File: config.mk
export PLATFORM = sky130hd
export DESIGN_NAME = blank_erase_seq
export DESIGN_NICKNAME = d
export VERILOG_FILES = /design/src/rtl/bes_pkg.sv /design/src/rtl/bes_cmd_decode.sv /design/src/rtl/bes_op_engine.sv /design/src/rtl/bes_status.sv /design/src/rtl/blank_erase_seq.sv
export SDC_FILE = /design/constraint.sdc
export NUM_CORES = 1
export LEC_CHECK = 0
export ABC_CLOCK_PERIOD_IN_PS = 2200
export BUFFER_PORTS_ARGS = -buffer_cell sky130_fd_sc_hd__clkbuf_2
export CORE_AREA = 2 2 71 73
export CTS_CLUSTER_DIAMETER = 150
export CTS_CLUSTER_SIZE = 10
export DETAILED_ROUTE_END_ITERATION = 8
export DIE_AREA = 0 0 73 75
export PLACE_DENSITY = 0.8
export SLEW_MARGIN = 20
export SYNTH_ARGS = -nofsm -noshare
export SYNTH_HDL_FRONTEND = slang
export SYNTH_SLANG_ARGS = --single-unit
File: constraint.sdc
create_clock -name clk -period 2.2 [get_ports clk]
set_clock_uncertainty 0.05 [all_clocks]
set_input_delay 0.33 -clock clk [delete_from_list [all_inputs] [get_ports clk]]
set_output_delay 0.33 -clock clk [all_outputs]
set_load 0.03 [all_outputs]
File: src/rtl/bes_pkg.sv
package bes_pkg;

    localparam int CMD_AW = 12;

    localparam logic [CMD_AW-1:0] ADR_A = 12'h555;
    localparam logic [CMD_AW-1:0] ADR_B = 12'h2AA;

    localparam logic [7:0] K_UNLOCK1 = 8'hAA;
    localparam logic [7:0] K_UNLOCK2 = 8'h55;
    localparam logic [7:0] K_VERIFY  = 8'h33;
    localparam logic [7:0] K_SETUP   = 8'h80;
    localparam logic [7:0] K_CHIP    = 8'h10;
    localparam logic [7:0] K_RESET   = 8'hF0;

    typedef enum logic [2:0] {
        C_IDLE,
        C_U1,
        C_U2,
        C_E3,
        C_E4,
        C_E5
    } cmd_state_t;

    typedef enum logic [2:0] {
        S_READ,
        S_VERIFY,
        S_SCAN,
        S_ERASE,
        S_PROT_WAIT,
        S_ERROR
    } op_state_t;

endpackage

File: src/rtl/bes_cmd_decode.sv
module bes_cmd_decode
    import bes_pkg::*;
#(
    parameter int BLK_W = 3,
    localparam int ADDR_W = BLK_W + CMD_AW
) (
    input  logic              clk,
    input  logic              rst_n,
    input  logic              lock,
    input  logic              wr_en,
    input  logic [ADDR_W-1:0] wr_addr,
    input  logic [7:0]        wr_data,
    output logic              go_verify,
    output logic              go_erase,
    output logic              go_reset,
    output logic [BLK_W-1:0]  vfy_blk
);

    cmd_state_t cur, nxt;

    logic [CMD_AW-1:0] low;
    logic at_a, at_b;

    assign low     = wr_addr[CMD_AW-1:0];
    assign at_a    = (low == ADR_A);
    assign at_b    = (low == ADR_B);
    assign vfy_blk = wr_addr[ADDR_W-1 -: BLK_W];

    always_ff @(posedge clk) begin
        if (!rst_n) cur <= C_IDLE;
        else        cur <= nxt;
    end

    always_comb begin
        nxt       = cur;
        go_verify = 1'b0;
        go_erase  = 1'b0;
        go_reset  = 1'b0;
        if (lock) begin
            nxt = C_IDLE;
        end else if (wr_en) begin
            if (wr_data == K_RESET) begin
                go_reset = 1'b1;
                nxt      = C_IDLE;
            end else begin
                unique case (cur)
                    C_IDLE: nxt = (wr_data == K_UNLOCK1 && at_a) ? C_U1 : C_IDLE;
                    C_U1:   nxt = (wr_data == K_UNLOCK2 && at_b) ? C_U2 : C_IDLE;
                    C_U2: begin
                        if (wr_data == K_VERIFY) begin
                            go_verify = 1'b1;
                            nxt       = C_IDLE;
                        end else if (wr_data == K_SETUP && at_a) begin
                            nxt = C_E3;
                        end else begin
                            nxt = C_IDLE;
                        end
                    end
                    C_E3:   nxt = (wr_data == K_UNLOCK1 && at_a) ? C_E4 : C_IDLE;
                    C_E4:   nxt = (wr_data == K_UNLOCK2 && at_b) ? C_E5 : C_IDLE;
                    C_E5: begin
                        go_erase = (wr_data == K_CHIP) && at_a;
                        nxt      = C_IDLE;
                    end
                    default: nxt = C_IDLE;
                endcase
            end
        end
    end


    lock_idle_chk: assert property (@(posedge clk) disable iff (!rst_n)
        (lock && wr_en) |=> (cur == C_IDLE));

endmodule

File: src/rtl/bes_op_engine.sv
module bes_op_engine
    import bes_pkg::*;
#(
    parameter int NUM_BLOCKS     = 8,
    parameter int WORDS          = 16,
    parameter int DATA_W         = 16,
    parameter int ALLPROT_CYCLES = 20000,
    localparam int BLK_W  = $clog2(NUM_BLOCKS),
    localparam int WORD_W = $clog2(WORDS),
    localparam int TMR_W  = $clog2(ALLPROT_CYCLES + 1)
) (
    input  logic                  clk,
    input  logic                  rst_n,
    input  logic                  go_verify,
    input  logic                  go_erase,
    input  logic                  go_reset,
    input  logic [BLK_W-1:0]      vfy_blk,
    input  logic [NUM_BLOCKS-1:0] protect,
    input  logic [DATA_W-1:0]     arr_rdata,
    input  logic                  erase_done,
    output logic [BLK_W-1:0]      arr_blk,
    output logic [WORD_W-1:0]     arr_word,
    output logic                  erase_req,
    output logic                  busy,
    output logic                  status_sel,
    output logic                  err_set,
    output logic                  err_clr
);

    localparam logic [BLK_W-1:0]  LAST_BLK  = BLK_W'(NUM_BLOCKS - 1);
    localparam logic [WORD_W-1:0] LAST_WORD = WORD_W'(WORDS - 1);
    localparam logic [TMR_W-1:0]  LAST_TMR  = TMR_W'(ALLPROT_CYCLES - 1);

    op_state_t           state, state_n;
    logic [BLK_W-1:0]    blk, blk_n;
    logic [WORD_W-1:0]   word, word_n;
    logic [TMR_W-1:0]    tmr, tmr_n;
    logic                word_bad;

    assign word_bad = (arr_rdata != {DATA_W{1'b1}});

    always_ff @(posedge clk) begin
        if (!rst_n) begin
            state <= S_READ;
            blk   <= '0;
            word  <= '0;
            tmr   <= '0;
        end else begin
            state <= state_n;
            blk   <= blk_n;
            word  <= word_n;
            tmr   <= tmr_n;
        end
    end

    always_comb begin
        state_n = state;
        blk_n   = blk;
        word_n  = word;
        tmr_n   = tmr;
        err_set = 1'b0;
        err_clr = 1'b0;
        unique case (state)
            S_READ: begin
                if (go_verify) begin
                    state_n = S_VERIFY;
                    blk_n   = vfy_blk;
                    word_n  = '0;
                end else if (go_erase) begin
                    blk_n = '0;
                    tmr_n = '0;
                    state_n = (&protect) ? S_PROT_WAIT : S_SCAN;
                end
            end
            S_VERIFY: begin
                if (word_bad) begin
                    state_n = S_ERROR;
                    err_set = 1'b1;
                end else if (word == LAST_WORD) begin
                    state_n = S_READ;
                end else begin
                    word_n = word + 1'b1;
                end
            end
            S_SCAN: begin
                if (!protect[blk])        state_n = S_ERASE;
                else if (blk == LAST_BLK) state_n = S_READ;
                else                      blk_n   = blk + 1'b1;
            end
            S_ERASE: begin
                if (erase_done) begin
                    if (blk == LAST_BLK) begin
                        state_n = S_READ;
                    end else begin
                        state_n = S_SCAN;
                        blk_n   = blk + 1'b1;
                    end
                end
            end
            S_PROT_WAIT: begin
                if (tmr == LAST_TMR) state_n = S_READ;
                else                 tmr_n   = tmr + 1'b1;
            end
            S_ERROR: begin
                if (go_reset) begin
                    state_n = S_READ;
                    err_clr = 1'b1;
                end
            end
            default: state_n = S_READ;
        endcase
    end

    always_comb begin
        arr_blk    = blk;
        arr_word   = word;
        erase_req  = (state == S_ERASE);
        busy       = (state == S_VERIFY) || (state == S_SCAN) ||
                     (state == S_ERASE)  || (state == S_PROT_WAIT);
        status_sel = busy || (state == S_ERROR);
    end


    no_prot_erase_chk: assert property (@(posedge clk) disable iff (!rst_n)
        erase_req |-> !protect[arr_blk]);


    err_hold_chk: assert property (@(posedge clk) disable iff (!rst_n)
        (state == S_ERROR && !go_reset) |=> (state == S_ERROR));


    erase_hold_chk: assert property (@(posedge clk) disable iff (!rst_n)
        (erase_req && !erase_done) |=> (erase_req && $stable(arr_blk)));


    prot_wait_chk: assert property (@(posedge clk) disable iff (!rst_n)
        (state == S_PROT_WAIT) |-> (busy && !erase_req));

endmodule

File: src/rtl/bes_status.sv
module bes_status (
    input  logic       clk,
    input  logic       rst_n,
    input  logic       busy,
    input  logic       rd_en,
    input  logic       err_set,
    input  logic       err_clr,
    output logic [7:0] status
);

    logic tog, err;

    always_ff @(posedge clk) begin
        if (!rst_n) begin
            tog <= 1'b0;
            err <= 1'b0;
        end else begin
            if (busy && rd_en) tog <= ~tog;
            if (err_set)       err <= 1'b1;
            else if (err_clr)  err <= 1'b0;
        end
    end

    assign status = {1'b0, tog, err, 5'b0};


    toggle_flip_chk: assert property (@(posedge clk) disable iff (!rst_n)
        (busy && rd_en) |=> (status[6] != $past(status[6])));


    toggle_frozen_chk: assert property (@(posedge clk) disable iff (!rst_n)
        !busy |=> $stable(status[6]));


    err_clear_chk: assert property (@(posedge clk) disable iff (!rst_n)
        (err_clr && !err_set) |=> !status[5]);

endmodule

File: src/rtl/blank_erase_seq.sv
module blank_erase_seq
    import bes_pkg::*;
#(
    parameter int NUM_BLOCKS     = 8,
    parameter int WORDS          = 16,
    parameter int DATA_W         = 16,
    parameter int ALLPROT_CYCLES = 20000,
    localparam int BLK_W  = $clog2(NUM_BLOCKS),
    localparam int WORD_W = $clog2(WORDS),
    localparam int ADDR_W = BLK_W + CMD_AW
) (
    input  logic                  clk,
    input  logic                  rst_n,
    input  logic                  wr_en,
    input  logic [ADDR_W-1:0]     wr_addr,
    input  logic [7:0]            wr_data,
    input  logic                  rd_en,
    input  logic [NUM_BLOCKS-1:0] protect,
    output logic [BLK_W-1:0]      arr_blk,
    output logic [WORD_W-1:0]     arr_word,
    input  logic [DATA_W-1:0]     arr_rdata,
    output logic                  erase_req,
    input  logic                  erase_done,
    output logic                  busy,
    output logic [7:0]            status,
    output logic                  status_sel
);

    logic go_verify, go_erase, go_reset, err_set, err_clr;
    logic [BLK_W-1:0] vfy_blk;

    bes_cmd_decode #(.BLK_W(BLK_W)) dec_i (
        .clk       (clk),
        .rst_n     (rst_n),
        .lock      (busy),
        .wr_en     (wr_en),
        .wr_addr   (wr_addr),
        .wr_data   (wr_data),
        .go_verify (go_verify),
        .go_erase  (go_erase),
        .go_reset  (go_reset),
        .vfy_blk   (vfy_blk)
    );

    bes_op_engine #(
        .NUM_BLOCKS     (NUM_BLOCKS),
        .WORDS          (WORDS),
        .DATA_W         (DATA_W),
        .ALLPROT_CYCLES (ALLPROT_CYCLES)
    ) eng_i (
        .clk        (clk),
        .rst_n      (rst_n),
        .go_verify  (go_verify),
        .go_erase   (go_erase),
        .go_reset   (go_reset),
        .vfy_blk    (vfy_blk),
        .protect    (protect),
        .arr_rdata  (arr_rdata),
        .erase_done (erase_done),
        .arr_blk    (arr_blk),
        .arr_word   (arr_word),
        .erase_req  (erase_req),
        .busy       (busy),
        .status_sel (status_sel),
        .err_set    (err_set),
        .err_clr    (err_clr)
    );

    bes_status st_i (
        .clk     (clk),
        .rst_n   (rst_n),
        .busy    (busy),
        .rd_en   (rd_en),
        .err_set (err_set),
        .err_clr (err_clr),
        .status  (status)
    );

endmodule

======== Word-level counts from Yosys, hierarchy flattened ========
Cells that the tools add are included.
storage, ports and cells
  register bits ........................... 30
  output and inout port bits .............. 18
  word-level logic and storage cells ...... 123
cells by class
  $add $sub $neg .......................... 3
  magnitude comparators ................... 1
  eq/ne operators ......................... 35
  multiplexer cells ....................... 54
  bitwise gates (word level) .............. 2
  reduce and logical (&&, ||, !) cells .... 21
operators by type and width
  operator                 count
  $mux W3                  19
  $mux W15                 3
  $pmux W15 S2             1
  $eq A8 B8 Y1 const B     3
  $mux W1                  20
  $pmux W3 S6              1
  $ne A16 B16 Y1 const B   1
  $add A15 B1 Y15 const B  1
  $eq A15 B15 Y1 const B   1
  $eq A3 B3 Y1 const B     5
  $pmux W3 S5              1
  $ne A2 B2 Y1 const B     7
  $eq A12 B10 Y1 const B   1
  $eq A12 B11 Y1 const B   1
  $eq A3 B2 Y1 const B     4
  $mux W4                  3
  $reduce_and A4 Y1        3
  $pmux W3 S3              1
  $eq A8 B5 Y1 const B     1
  $eq A8 B6 Y1 const B     1
  $eq A8 B7 Y1 const B     1
  $pmux W4 S2              1
  $reduce_and A8 Y1        1
  $eq A3 B1 Y1 const B     2
  17 further kinds         33

======== Logic depth before layout (Yosys ltp) ========
Gate-level depths: netlist of the first run.
  depth after elaboration ................. 9
  depth in mapped cells ................... 8

======== By module ========
A second synthesis of the first run with hierarchy kept.
unflattened totals
  cell total of the unflattened synthesis .. 277
  area, all modules ....................... 2297.2 um^2
modules (own cells, without submodules)
  module          instances  cells an instance  area an instance (um^2)
  bes_op_engine   1          204                1704.1
  bes_cmd_decode  1          56                 451.7
  bes_status      1          17                 141.4

======== Worst setup path after synthesis of the first run ========
OpenSTA, ideal clock, no wires.
  path kind ............................... register to register
  start point ............................. reg eng_i.blk[0] (netlist: eng_i.arr_blk[0])
  end point ............................... reg eng_i.state[2]
  setup time .............................. 0.115 ns
  data arrival time ....................... 2.058 ns
  required time ........................... 2.035 ns
  setup slack ............................. -0.023 ns
  cell stages (with the launch flop) ...... 8
  clock period less this slack ............ 2.223 ns
  cells stage by stage .................... dfxtp_1 > buf_2 > mux2i_1 > mux4_2 > or4_1 > nand4_1 > o21ai_1 > and2_1
between the ends
  longest elaborated chain between the ends .. 4
  elaborated cells between the ends (all ways) .. 7
  classes of those cells .................. eq/ne (2); mux (4); reduce/logical (1)
RTL lines
  item                                                               RTL line             source
  start: declaration                                                 bes_op_engine.sv:35  logic [BLK_W-1:0] blk, blk_n;
  start signal: assignment                                           bes_op_engine.sv:50  blk <= blk_n;
  $bmux W1 S3                                                        bes_op_engine.sv:86  if (!protect[blk]) state_n = S_ERASE;
  $mux W1 (implied by the code)                                      bes_op_engine.sv:86
  $ne A3 B3 Y1 (no source line) or $mux W3 (tied branches)           -
  $reduce_and A6 Y1 (no source line) or $pmux W3 S6 (tied branches)  -
  end signal: assignment                                             bes_op_engine.sv:49  state <= state_n;
  end: declaration                                                   bes_op_engine.sv:34  op_state_t state, state_n;
Several ways; a longest one is shown, not always the timed one. The select of a mux whose other input is x is not followed.
A chain may end at the register's enable or synchronous reset.

======== Final worst setup path of the first run ========
Ends and elaborated chain as after synthesis.

==> results_dict.tcl, run 1 <==
set metrics [dict create \
    status "completed" \
    syn_avg_cell_area_um2 8.50 \
    core_area_um2 4660 \
    drc 0 \
    place_ws_ns 0.0682 \
    die_area_um2 5480 \
    antenna_left 0 \
    setup_viol 0 \
    finalNonFillerCells 370 \
    root_buffer "clkbuf_8" \
    dr.pass1.iters 4 \
    max_stage_delay_ns 0.49 \
    drive_above_1_share 0.297 \
    cp_slowest_cell "mux4_2" \
    rsz0062_at_grt "false" \
    cts_num_sinks 30 \
    rows 25 \
    areaGrowthSynthToFinish_pct 23.3 \
    hold_path.class "primary input to flip-flop" \
    crit_path_start_kind "flip-flop" \
    grt_pass1_vias 1875 \
    synth_area_leader_cell "dfxtp_1" \
    irDropWorstVdd_v 0.000325 \
    crit_start "eng_i.arr_blk[0]" \
    async_reset_ff_frac 0 \
    path_clk_slew_ns 0.06 \
    p_sw_frac 0.392 \
    ff_latch_area_um2 603 \
    critPathCapture "eng_i.state[2]" \
    worstPathRequired_ns 2.33 \
    cts_setup_buffers 0 \
    track_usage 0.184 \
    maxCapViolCount 0 \
    r2r_end "eng_i.state[2]" \
    p_int_uw 1140 \
    drt_iter0_markers 116 \
    p_clk_frac 0.217 \
    vias 2054 \
    finalNetCount 372 \
    finalSetupTns_ns 0 \
    path_max_fanout 8 \
    critical_path_arrival_ns 2.21 \
    leakage_uw 0.00112 \
    p_switching_uw 733 \
    setup_ws_ns 0.114 \
    cp_cell_sequence "mux2i_1 -> mux4_2 -> or4_1 -> nand4_1 -> o21ai_1 -> and2_1" \
    layout_min_cycle_time_ns 2.09 \
    die_w_um 73 \
    worst_setup_path_end_kind "flip-flop" \
    overflow 0 \
    cts_buffer_depth 2 \
    yosysWarnings 0 \
    grt_max_degree 16 \
    seq_power_share 0.359 \
    routabilityCongestion 0.877 \
    clock_latency_ns 0.28 \
    drv_slew 0 \
    fmax_mhz 479 \
    io_buffer_count 63 \
    ys_ff_latch 30 \
    vias_per_cell 5.55 \
    syn_area_um2 2090 \
    htreeDepth 2 \
    avgRoutedWirePerCell_um 13.3 \
    antennaDiodeCount 0 \
    dp_cells 363 \
    r2r_cells 6 \
    antenna_found_initial 0 \
    wirelength_mm 4.94 \
    yosysTopAreaCellShare 0.287 \
    comb_power_share 0.424 \
    synth_edf_count 0 \
    hpwl_mm 3.89 \
    timing.final.crit_share 0.948 \
    relSlewSlack 0.650 \
    power.density_nw_per_um2 725 \
    worstSetupPathType "flip-flop to flip-flop" \
    grt_first_pass_wirelength_mm 8.04 \
    multi_input_area_um2 1390 \
    rr_startpoint "eng_i.arr_blk[0]" \
    ctsResizeCount 0 \
    io_pins 70 \
    synthFlopType "dfxtp_1" \
    n_fill_cell 446 \
    numCtsBuffers 5 \
    ys_types 57 \
    hold_buffers 0 \
    start_util 0.449 \
    reg2reg_slack_ns 0.11 \
    fp.dieH_um 75 \
    hold_viol 0 \
    cts_tree "built" \
    netlist_instances 246 \
    yosysSeqAreaShare 0.287 \
    synth_area_leaders "dfxtp_1 (29%), xor2_1 (5.4%), nor2_1 (4.8%)" \
    worst_slew_pin_slew_ns 0.521 \
]
[synthesized netlist by cell type (all sizes together), types with 2 or more instances]
| cell type | count |
|---|---|
| nand3b | 3 |
| nor2 | 27 |
| or4 | 3 |
| and3 | 11 |
| clkbuf | 7 |
| o21ai | 8 |
| a22o | 3 |
| and2 | 4 |
| dfxtp | 30 |
| o211ai | 8 |
| inv | 4 |
| nor2b | 4 |
| and4b | 2 |
| nand2b | 4 |
| nor3 | 3 |
| or3b | 2 |
| nor4bb | 3 |
| a221oi | 4 |
| xor2 | 13 |
| buf | 11 |
| nor3b | 4 |
| nor4 | 4 |
| and4 | 4 |
| a21boi | 2 |
| a31oi | 5 |
| a21oi | 6 |
| or3 | 3 |
| xnor2 | 3 |
| nand4 | 12 |
| nand3 | 5 |
| nand2 | 13 |
| nor4b | 5 |
| ha | 4 |
| mux2i | 8 |
[how the worst min path moves through the flow]
stage / to / start / depth (start not counted) / slack [ns]
after floorplan: st_i.err / st_i.err / 2 / 0.41
after global placement: eng_i.tmr[9] / eng_i.tmr[9] / 2 / 0.43
after detailed placement: eng_i.tmr[9] / eng_i.tmr[9] / 2 / 0.43
after CTS: eng_i.arr_blk[2] / wr_addr[14] / 3 / 0.35
after global routing: eng_i.state[1] / rst_n / 3 / 0.37
final: eng_i.arr_blk[2] / wr_addr[14] / 3 / 0.36
[cell usage in the layout, fill, tap and decap left out, types with 4 or more instances in the layout]
cell | netlist | routed
a21oi_1 | 6 | 6
a221oi_1 | 4 | 4
a31oi_1 | 5 | 5
and2_1 | 4 | 4
and3_1 | 11 | 11
and4_1 | 4 | 4
buf_4 | 8 | 12
clkbuf_2 | 0 | 63
clkbuf_8 | 0 | 5
conb_1 | 1 | 6
dfxtp_1 | 30 | 28
ha_1 | 4 | 4
inv_1 | 4 | 4
mux2i_1 | 8 | 8
nand2_1 | 13 | 13
nand2b_1 | 4 | 4
nand4_1 | 12 | 12
nor2_1 | 27 | 27
nor2b_1 | 4 | 4
nor3b_1 | 4 | 4
nor4b_1 | 5 | 5
o211ai_1 | 7 | 7
o21ai_0 | 4 | 4
o21ai_1 | 4 | 4
xor2_1 | 13 | 13
[sequential cells by signal, summed over array words and instances (netlist names)]
signal / cells
eng_i.tmr: 15
eng_i.arr_word: 4
dec_i.cur: 3
eng_i.arr_blk: 3
eng_i.state: 3
st_i.err: 1
st_i.tog: 1
[cell families (layout without fill, tap and decap cells)]
kind of cell | after synthesis | after routing | share of synthesized area
fa+ha+maj | 4 | 4 | 0.0239
other cells | 1 | 6 | 0.00179
simple gates | 120 | 120 | 0.361
flops | 30 | 30 | 0.287
buf+inv | 22 | 87 | 0.0586
compound gates | 44 | 44 | 0.152
mux | 9 | 9 | 0.0490
xor+xnor | 16 | 16 | 0.0670
[routing by layer]
| metal | GRT usage | wire length [um] |
|---|---|---|
| met1 | 0.219 | 2180 |
| met2 | 0.327 | 2460 |
| met3 | 0.0428 | 258 |
| met4 | 0.0576 | 41 |
| met5 | 0 | 0 |
[final cells by class]
cell class / instances / share of cell area
inverters: 4 / 0.00582
multi-input cells: 199 / 0.540
clock buffers: 7 / 0.0296
well taps: 54 / 0.0262
repair buffers: 76 / 0.165
flip-flops and latches: 30 / 0.234
[per-stage QoR]
| stage | area (um^2) | hold WS, ns | util | power (uW) |
|---|---|---|---|---|
| finish | 2580 | 0.357 | 0.553 | 1870 |
| global route | 2580 | 0.370 | 0.553 | 1980 |
| CTS | 2570 | 0.349 | 0.552 | 1880 |
| detailed placement | 2500 | 0.433 | 0.536 | 1460 |
| global placement | 2500 | 0.426 | 0.536 | 1450 |
| floorplan | 2110 | 0.405 | - | 1270 |
[power by group through the flow]
stage | sequential (uW) | clock, uW | combinational, uW
floorplan | 661 | 0 | 607
global placement | 678 | 0 | 770
detailed placement | 679 | 0 | 782
global route | 680 | 440 | 863
finish | 671 | 405 | 793
CTS | 667 | 420 | 788
[worst max-delay path, delay by kind of cell, from the launching register on]
kind            cells  cell delay [ns]
mux                 2             0.59
flops               1             0.43
compound gates      1             0.10
simple gates        3             0.80
Note: power is estimated with default switching activity, not from simulation.
==> run 2: changes to the inputs <==
- ABC_CLOCK_PERIOD_IN_PS: 2200 -> 2500
- CORE_AREA: 2 2 71 73 -> 2 2 68 70
- DIE_AREA: 0 0 73 75 -> 0 0 70 72
- PLACE_DENSITY: 0.8 -> 0.83
- clock period: 2.2 -> 2.5 ns (I/O delays scaled with it)
==> run 2 against run 1 <==
Wire length grew 1.2%; design area shrank 3.2%; non-clock buffer count down 10; sequential share of layout area increased by 0.66 points; critical path type unchanged; critical endpoint is now eng_i.arr_blk[2].
==> results_dict.tcl, run 2 (synthesis gave the netlist of run 1 again) <==
set metrics [dict create \
    layout_min_cycle_time_ns 2.30 \
    timing.final.crit_share 0.922 \
    crit_path_start_kind "flip-flop" \
    r2r_cells 6 \
    maxCapViolCount 0 \
    reg2reg_slack_ns 0.20 \
    leakage_uw 0.00108 \
    hpwl_mm 3.86 \
    worstSetupPathType "flip-flop to flip-flop" \
    path_depth 6 \
    path_buf_inv 0 \
    status "completed" \
    multi_input_area_um2 1390 \
    p_int_uw 1010 \
    largest_register_ffs 15 \
    vias 2075 \
    ff_latch_area_um2 601 \
    cts_num_sinks 30 \
    ctsResizeCount 0 \
    antenna_found_initial 0 \
    io_buffer_count 63 \
    power.density_nw_per_um2 669 \
    cts_buffer_depth 2 \
    setup_viol 0 \
    fmax_mhz 434 \
    antennaDiodeCount 0 \
    hold_viol 0 \
    critical_path_arrival_ns 2.42 \
    vias_per_cell 5.78 \
    fp.dieH_um 72 \
    hold_end "eng_i.arr_blk[1]" \
    worst_setup_path_end_kind "flip-flop" \
    start_util 0.491 \
    wirelength_mm 4.99 \
    overflow 0 \
    areaGrowthSynthToFinish_pct 19.4 \
    path_max_fanout 7 \
    p_switching_uw 664 \
    cts_tree "built" \
    grt_max_degree 15 \
    die_area_um2 5040 \
    avgRoutedWirePerCell_um 13.9 \
    drv_slew 0 \
    track_usage 0.205 \
    layout_commonest_cell "clkbuf_2" \
    irDropWorstVdd_v 0.000353 \
    max_stage_delay_ns 0.61 \
    numCtsBuffers 5 \
    rsz0062_at_grt "false" \
    grt_first_pass_wirelength_mm 8.50 \
    drive_above_1_share 0.270 \
    worstPathRequired_ns 2.62 \
    cp_slowest_cell "or4_1" \
    antenna_left 0 \
    p_clk_frac 0.244 \
    dp_cells 351 \
    cp_top_family "simple AND/OR/NAND/NOR gates" \
    io_pins 70 \
    hold_path.class "primary input to flip-flop" \
    cts_setup_buffers 0 \
    drc 0 \
    cp_cell_sequence "or3b_4 -> or4_1 -> o211ai_2 -> nand3_2 -> a221oi_1 -> nor3b_1" \
    drt_iter0_markers 160 \
    relSlewSlack 0.608 \
    comb_power_share 0.395 \
    htreeDepth 2 \
    dr.pass1.iters 4 \
    p_sw_frac 0.397 \
    hp-start "wr_addr[13]" \
    clock_latency_ns 0.29 \
    rows 24 \
    finalSetupTns_ns 0 \
    layout_common_cells "clkbuf_2 (63), dfxtp_1 (30), nor2_1 (27), nand2_1 (13), xor2_1 (13)" \
    root_buffer "clkbuf_8" \
    path_clk_slew_ns 0.07 \
    die_w_um 70 \
    routabilityCongestion 0.913 \
    core_area_um2 4260 \
    hold_buffers 0 \
    largest-register "eng_i.tmr" \
    finalNonFillerCells 359 \
    hold_depth 3 \
    r2r_end "eng_i.arr_blk[2]" \
    finalNetCount 362 \
    grt_pass1_vias 1946 \
    seq_power_share 0.361 \
    worst_slew_pin_slew_ns 0.582 \
    n_fill_cell 393 \
    rr_startpoint "dec_i.cur[1]" \
]
==> run 2: worst max path at each step <==
stage / start / to / slack, ns
2_1_floorplan: eng_i.arr_blk[0] / eng_i.state[2] / 0.28
3_3_place_gp: dec_i.cur[1] / eng_i.arr_blk[1] / 0.21
3_5_place_dp: dec_i.cur[1] / eng_i.arr_blk[2] / 0.23
4_1_cts: dec_i.cur[1] / eng_i.arr_blk[2] / 0.22
5_1_grt: dec_i.cur[1] / eng_i.arr_blk[2] / 0.12
6_report: dec_i.cur[1] / eng_i.arr_blk[2] / 0.20
==> run 2: worst reg2reg max path: stages, from the launching register on <==
cell and delay (ns):
dfxtp_1 0.43, or3b_4 0.44, or4_1 0.61, o211ai_2 0.17, nand3_2 0.15, a221oi_1 0.25, nor3b_1 0.09
==> run 2: layout make-up <==
type | count | area share
inverter | 4 | 0.00601
clock buffer | 7 | 0.0346
clock inverter | 1 | 0.00200
sequential | 30 | 0.240
multi-input combinational | 199 | 0.556
timing repair buffer | 66 | 0.135
tap | 52 | 0.0261
==> run 2: routing by layer <==
layer / GRT usage / vias up / wire (um)
met3: 0.0514 / 4 / 281
met1: 0.248 / 972 / 2160
met2: 0.358 / 63 / 2520
met5: 0 / - / 0
li1: - / 1036 / -
met4: 0.0662 / 0 / 40
==> run 2: metrics by stage <==
| stage | cell area (um^2) | hold WS (ns) | utilization | total power, uW | setup WS (ns) |
|---|---|---|---|---|---|
| 2_1_floorplan | 2110 | 0.405 | - | 1120 | 0.277 |
| 3_3_place_gp | 2410 | 0.431 | 0.564 | 1260 | 0.210 |
| 3_5_place_dp | 2410 | 0.433 | 0.564 | 1270 | 0.229 |
| 4_1_cts | 2500 | 0.399 | 0.586 | 1680 | 0.219 |
| 5_1_grt | 2500 | 0.429 | 0.586 | 1770 | 0.116 |
| 6_report | 2500 | 0.401 | 0.586 | 1670 | 0.195 |
==> run 2: power groups by stage <==
stage | Combinational (uW) | Clock (uW) | Sequential [uW]
after floorplan | 534 | 0 | 581
after global placement | 645 | 0 | 611
after detailed placement | 655 | 0 | 612
after CTS | 658 | 417 | 602
after global routing | 714 | 440 | 612
final | 660 | 408 | 604
==> run 3: changes to the inputs <==
- CORE_AREA: 2 2 68 70 -> 2 2 87 89
- DIE_AREA: 0 0 70 72 -> 0 0 89 91
- PLACE_DENSITY: 0.83 -> 0.56
==> run 3 against run 2 <==
Clock power is 2% lower; register-to-register slack better by 0.04 ns; first-iteration DRC count is 70% lower; sequential power hardly changed; combinational power is 0.8% lower; fmax is 1.9% higher; via count is 0.67% higher.
==> results_dict.tcl, run 3 (synthesis gave the netlist of run 1 again) <==
set metrics [dict create \
    start_util 0.293 \
    track_usage 0.131 \
    status "completed" \
    ff_latch_area_um2 601 \
    hold_path.class "primary input to flip-flop" \
    io_buffer_count 63 \
    largest-register "eng_i.tmr" \
    rsz0062_at_grt "false" \
    core_area_um2 7140 \
    clock_latency_ns 0.28 \
    layout_commonest_cell "clkbuf_2" \
    drv_slew 0 \
    holdWs_ns 0.399 \
    largest_register_ffs 15 \
    antennaDiodeCount 0 \
    power_uw 1660 \
    fmax_mhz 442 \
    root_buffer "clkbuf_8" \
    worstSetupPathType "flip-flop to flip-flop" \
    leakage_uw 0.00110 \
    grt_max_degree 15 \
    hold_viol 0 \
    setup_viol 0 \
    critical_path_arrival_ns 2.37 \
    grt_first_pass_wirelength_mm 8.65 \
    vias_per_cell 5.08 \
    areaGrowthSynthToFinish_pct 24.0 \
    avgRoutedWirePerCell_um 12.7 \
    drc 0 \
    hold_depth 3 \
    worst_setup_path_end_kind "flip-flop" \
    vias 2089 \
    antenna_left 0 \
    r2r_cells 6 \
    finalSetupTns_ns 0 \
    ctsResizeCount 0 \
    wirelength_mm 5.23 \
    drive_above_1_share 0.282 \
    irDropWorstVdd_v 0.000175 \
    htreeDepth 2 \
    rows 31 \
    layout_common_cells "clkbuf_2 (63), dfxtp_1 (30), nor2_1 (27), nand2_1 (13), xor2_1 (13)" \
    relSlewSlack 0.604 \
    multi_input_area_um2 1390 \
    layout_min_cycle_time_ns 2.26 \
    crit_path_start_kind "flip-flop" \
    antenna_found_initial 0 \
    worst_slew_pin_slew_ns 0.589 \
    die_area_um2 8100 \
    fp.dieH_um 91 \
    maxCapViolCount 0 \
    cts_num_sinks 30 \
    routabilityCongestion 0.848 \
    drt_iter0_markers 48 \
    path_clk_slew_ns 0.07 \
    hpwl_mm 4.13 \
    io_pins 70 \
    grt_pass1_vias 1959 \
    dr.pass1.iters 4 \
    cts_setup_buffers 0 \
    die_w_um 89 \
    dp_cells 403 \
    hold_buffers 0 \
    path_max_fanout 7 \
    finalNetCount 367 \
    n_fill_cell 784 \
    cts_buffer_depth 2 \
    finalNonFillerCells 411 \
    overflow 0 \
    timing.final.crit_share 0.905 \
    worstPathRequired_ns 2.61 \
    cts_tree "built" \
    power.density_nw_per_um2 640 \
    numCtsBuffers 5 \
]
-- run 3: changes by cell type in the layout (fill, tap and decap cells not counted) --
cell,delta
buf_4,+5
-- run 3: worst paths after layout --
kind | start | to | slack [ns]
setup / recovery | dec_i.cur[1] | eng_i.arr_blk[1] | 0.24
hold / removal | wr_addr[14] | eng_i.arr_blk[2] | 0.40
setup reg to reg | dec_i.cur[1] | eng_i.arr_blk[1] | 0.24
hold reg to reg | eng_i.tmr[9] | eng_i.tmr[9] | 0.45
-- run 3: critical path, stage by stage, from the launching register on --
cell and delay [ns]:
dfxtp_1 0.43, or3b_4 0.43, or4_1 0.59, o211ai_2 0.16
nand3_2 0.14, a221oi_1 0.26, nor3b_1 0.09
-- run 3: power breakdown --
| group | total [uW] | internal (uW) | leakage, uW | switching (uW) |
|---|---|---|---|---|
| sequential | 604 | 521 | 0.000242 | 83.0 |
| clock | 401 | 222 | 0.0000482 | 180 |
| combinational | 655 | 270 | 0.000811 | 384 |
-- run 3: routing by layer --
layer	global-route usage	routed length, um	vias to the layer above
met5	0	0	-
met4	0.0336	53	0
met3	0.0382	389	6
met2	0.210	2470	69
met1	0.170	2310	966
li1	-	-	1048
-- run 3: layout make-up --
| cell class | instances | area share |
|---|---|---|
| well taps | 99 | 0.0478 |
| multi-input cells | 199 | 0.535 |
| clock buffers | 7 | 0.0333 |
| repair buffers | 71 | 0.145 |
| clock inverters | 1 | 0.00193 |
| inverters | 4 | 0.00579 |
| flip-flops and latches | 30 | 0.232 |
-- run 3: per-stage QoR --
stage / cell area [um^2] / util / worst slack [ns]
after floorplan: 2110 / - / 0.277
after global placement: 2500 / 0.351 / 0.266
after detailed placement: 2500 / 0.351 / 0.260
after CTS: 2590 / 0.363 / 0.243
after global routing: 2590 / 0.363 / 0.0720
final: 2590 / 0.363 / 0.238
